==> config.mk <==
export PLATFORM = sky130hd
export DESIGN_NAME = addr_latch_driver
export DESIGN_NICKNAME = d
export VERILOG_FILES = /design/src/rtl/addr_latch_driver.sv
export SDC_FILE = /design/constraint.sdc
export NUM_CORES = 1
export LEC_CHECK = 0
export ABC_AREA = 1
export BUFFER_PORTS_ARGS = -buffer_cell sky130_fd_sc_hd__buf_4
export CAP_MARGIN = 30
export CORE_UTILIZATION = 45
export CTS_CLUSTER_SIZE = 40
export DETAILED_ROUTE_END_ITERATION = 10
export PLACE_DENSITY = 0.68
export SYNTH_ARGS = -nofsm -noshare
export SYNTH_HDL_FRONTEND = slang
export SYNTH_SLANG_ARGS = --single-unit
==> constraint.sdc <==
create_clock -name clk -period 2.3 [get_ports clk]
set_clock_uncertainty 0.05 [all_clocks]
set_input_delay 0.575 -clock clk [delete_from_list [all_inputs] [get_ports clk]]
set_output_delay 0.575 -clock clk [all_outputs]
set_load 0.01 [all_outputs]
==> src/rtl/addr_latch_driver.sv <==
module addr_latch_driver #(
  parameter int ADDR_W = 3,
  localparam int N = 1 << ADDR_W
) (
  input  logic              clk,
  input  logic              rst_n,
  input  logic [ADDR_W-1:0] sel,
  input  logic              data_in,
  input  logic              en_n,
  input  logic              clr_n,
  output logic [N-1:0]      out_n
);
  logic [N-1:0] on_q, on_d, hit;

  assign hit = {{(N-1){1'b0}}, 1'b1} << sel;

  always_comb begin
    case ({clr_n, en_n})
      2'b11:   on_d = on_q;
      2'b10:   on_d = (on_q & ~hit) | (data_in ? hit : '0);
      2'b01:   on_d = '0;
      default: on_d = data_in ? hit : '0;
    endcase
  end

  always_ff @(posedge clk or negedge rst_n)
    if (!rst_n) on_q <= '0;
    else        on_q <= on_d;

  // outputs are open-collector style: low = ON
  assign out_n = ~on_q;
endmodule

==> results.tsv <==
stage	metric	value	unit
status	outcome	complete, no violations	
power_and_ir_drop	NetSw	0.1132	mW
critical_path	CP Capture Type	primary output	
die	Die H	38.65	um
synthesis	cell count after synthesis	87	
die	Starting Density	51.60	%
synthesis	Synthesis Warnings	0	
placed_design	Detailed Place HPWL	840.6	um
die	num ports	16	
layout	post-route cell area	711.9	sq um
power_and_ir_drop	Clock Power Share	30.1	%
layout	nets	113	
critical_path	Worst R2R End	on_q[3]	
critical_path	slowest CP cell	dfrtp_1	
timing	min cycle time layout	1.443	ns
timing	# setup viols final	0	
drt	residual DRC count	0	
clock_tree	Root Driver	clkbuf_4	
clock_tree	cts bufs inserted	3	
critical_path	Critical Path Source	on_q[0]	
placed_design	routability cong.	0.8354	
layout	leading cell type in the layout, fill and taps excluded	nand2_1	
drt	DR iter-0 viols	12	
critical_path	Critical Path RT	1.67	ns
hold_path	Hold/Removal Path Class	in2async	
layout	max reg flops	8	
synthesis	Mean Syn Cell Area	6.946	sq um
timing	final hold violations	0	
layout	fill cell count	108	
drt	post-DR wirelength/cell	10.25	um
timing	max-slew violation count	0	
power_and_ir_drop	Sw Ratio	31.19	%
drt	Via Count	572	
synthesis	post-synth net total	97	
critical_path	critical path cell sequence	inv_1 > buf_4	
layout	share of post-route cells with drive strength above 1	23.76	%
drt	router iterations before antenna repair	4	
timing	period utilisation layout	62.74	%
synthesis	register area share after synthesis	33.13	%
grt	first-pass GRT wire length	2111	um
power_and_ir_drop	Power Internal	0.2498	mW
power_and_ir_drop	Sequential Power Share	43.7	%
timing	Slew @ Worst Pin	0.4865	ns
layout	final cell count without fillers	115	
clock_tree	Max Root-Sink Buffers	2	
power_and_ir_drop	Peak supply drop	0.0003004	V
clock_tree	setup bufs post-CTS	0	
die	Die Area	0.001493	sq mm
critical_path	Setup crit end	out_n[0]	
placed_design	port bufs	15	
clock_tree	H-tree levels	1	
layout	Reg with most FFs	on_q	
die	core box area	0.001171	sq mm
critical_path	FF-to-FF path depth	4	
grt	largest net degree at the start of global routing	10	
drt	total wire length	1179	um
clock_tree	hold buffers post-CTS	0	
critical_path	worst r2r src	on_q[3]	
grt	total global routing overflow	0	
clock_tree	CTS tree	done	
clock_tree	clk slew on worst S/H paths	0.06	ns
critical_path	FF-to-FF setup slack	1.50	ns
flow_run	Max-cap violations	0	
placed_design	DP Area	689.4	sq um
layout	leading registers by flop count	on_q: 8 flops	
critical_path	peak fanout along the critical path	3	
synthesis	number of distinct library cells after synthesis	12	
critical_path	CP Class	reg2out	
clock_tree	later-pin clock latency in the skew report	0.25	ns
grt	vias in the first global route	498	
synthesis	Synth Register Bits	8	
power_and_ir_drop	power per cell area	510.0	mW/mm^2
die	Horiz. Die Dim	38.65	um
die	Rows	12	
grt	Total Routing Usage GR	21.86	%
timing	f_max	693.0	MHz
drt	Vias/cell	4.974	
clock_tree	CTS resizes	0	
timing	hold slack final	0.08045	ns
timing	Max-Slew Margin vs Limit	67.57	%
power_and_ir_drop	leakage	0.3921	nW
drt	Post-DRT Antenna Nets	0	
clock_tree	# clock sinks	8	
critical_path	Crit path largest cell delay	0.39	ns
critical_path	Critical Path Start Type	flop	
layout	ant diodes	0	
synthesis	Netlist Area Pre-Place	604.3	sq um
timing	RSZ-0062 raised after global routing	false	
placed_design	Post-Place Cells	112	
critical_path	Critical Path AT	0.82	ns
power_and_ir_drop	combinational power share	26.2	%
layout	leading cell types in the layout, fill and taps excluded	nand2_1, nand3_1, buf_4	
timing	setup TNS	0	ns
layout	Layout area overhead	17.81	%
grt	initial antenna violation count	0	
[worst min path at each step]
stage / from / end / slack [ns] / cells past startpoint
after floorplan: rst_n / on_q[0] / 0.23 / 0
after global placement: rst_n / on_q[4] / 0.35 / 1
after detailed placement: rst_n / on_q[4] / 0.35 / 1
after CTS: rst_n / on_q[4] / 0.08 / 1
after global routing: rst_n / on_q[4] / 0.06 / 1
final: rst_n / on_q[4] / 0.08 / 1
[power by group through the flow]
stage,registers (mW),clock network [mW],logic [mW]
floorplan,0.159,0,0.0652
global placement,0.161,0,0.0946
detailed placement,0.161,0,0.0955
CTS,0.159,0.114,0.0959
global route,0.160,0.128,0.108
finish,0.159,0.109,0.0951
[final cells by class]
class	count	area (sq um)	share of cell area, %
Timing Repair Buffer	15	112.6	15.82
Inverter	14	52.55	7.381
Sequential cell	8	200.2	28.12
Tap cell	14	17.52	2.460
Multi-Input combinational cell	61	306.5	43.06
Clock buffer	3	22.52	3.163
[synth_stat cells]
master / number / area, sq um
nand3_1: 15 / 75.07
nand4_1: 5 / 31.28
buf_6: 4 / 45.04
nor2_4: 1 / 11.26
dfrtp_1: 8 / 200.2
inv_2: 3 / 11.26
inv_1: 11 / 41.29
o21ai_2: 1 / 8.760
nor2_8: 1 / 20.02
nor2_1: 2 / 7.510
nand2_1: 34 / 127.6
ha_1: 2 / 25.02
[logic make-up (layout without fill, tap and decap cells)]
group / count (synthesis) / after routing / synth area share, %
AO/OA/AOI/OAI: 1 / 1 / 1.450
adder cells (fa/ha/maj): 2 / 2 / 4.140
buffers and inverters: 18 / 32 / 16.15
flip-flops: 8 / 8 / 33.13
AND/OR/NAND/NOR: 58 / 58 / 45.13
[critical path, delay by kind of cell (launching register included)]
kind	cells	cell delay (ns)
flip-flops	1	0.39
buffers and inverters	2	0.18
[metrics by stage]
stage / power, mW / utilization (%) / setup WS (ns)
final: 0.3631 / 60.79 / 0.8570
after CTS: 0.3684 / 60.79 / 0.8497
after global placement: 0.2553 / 58.87 / 0.6414
after detailed placement: 0.2566 / 58.87 / 0.6327
after floorplan: 0.2245 / - / 0.7879
after global routing: 0.3957 / 60.79 / 0.7926
[layer usage]
layer	share of wire, %	GRT usage [%]	up-vias
li1	-	-	302
met1	48	26.52	248
met2	45	32.08	20
met3	6.6	8.671	2
met4	1.1	12.93	0
met5	0	0	-
Note: power is estimated with default switching activity, not from simulation.
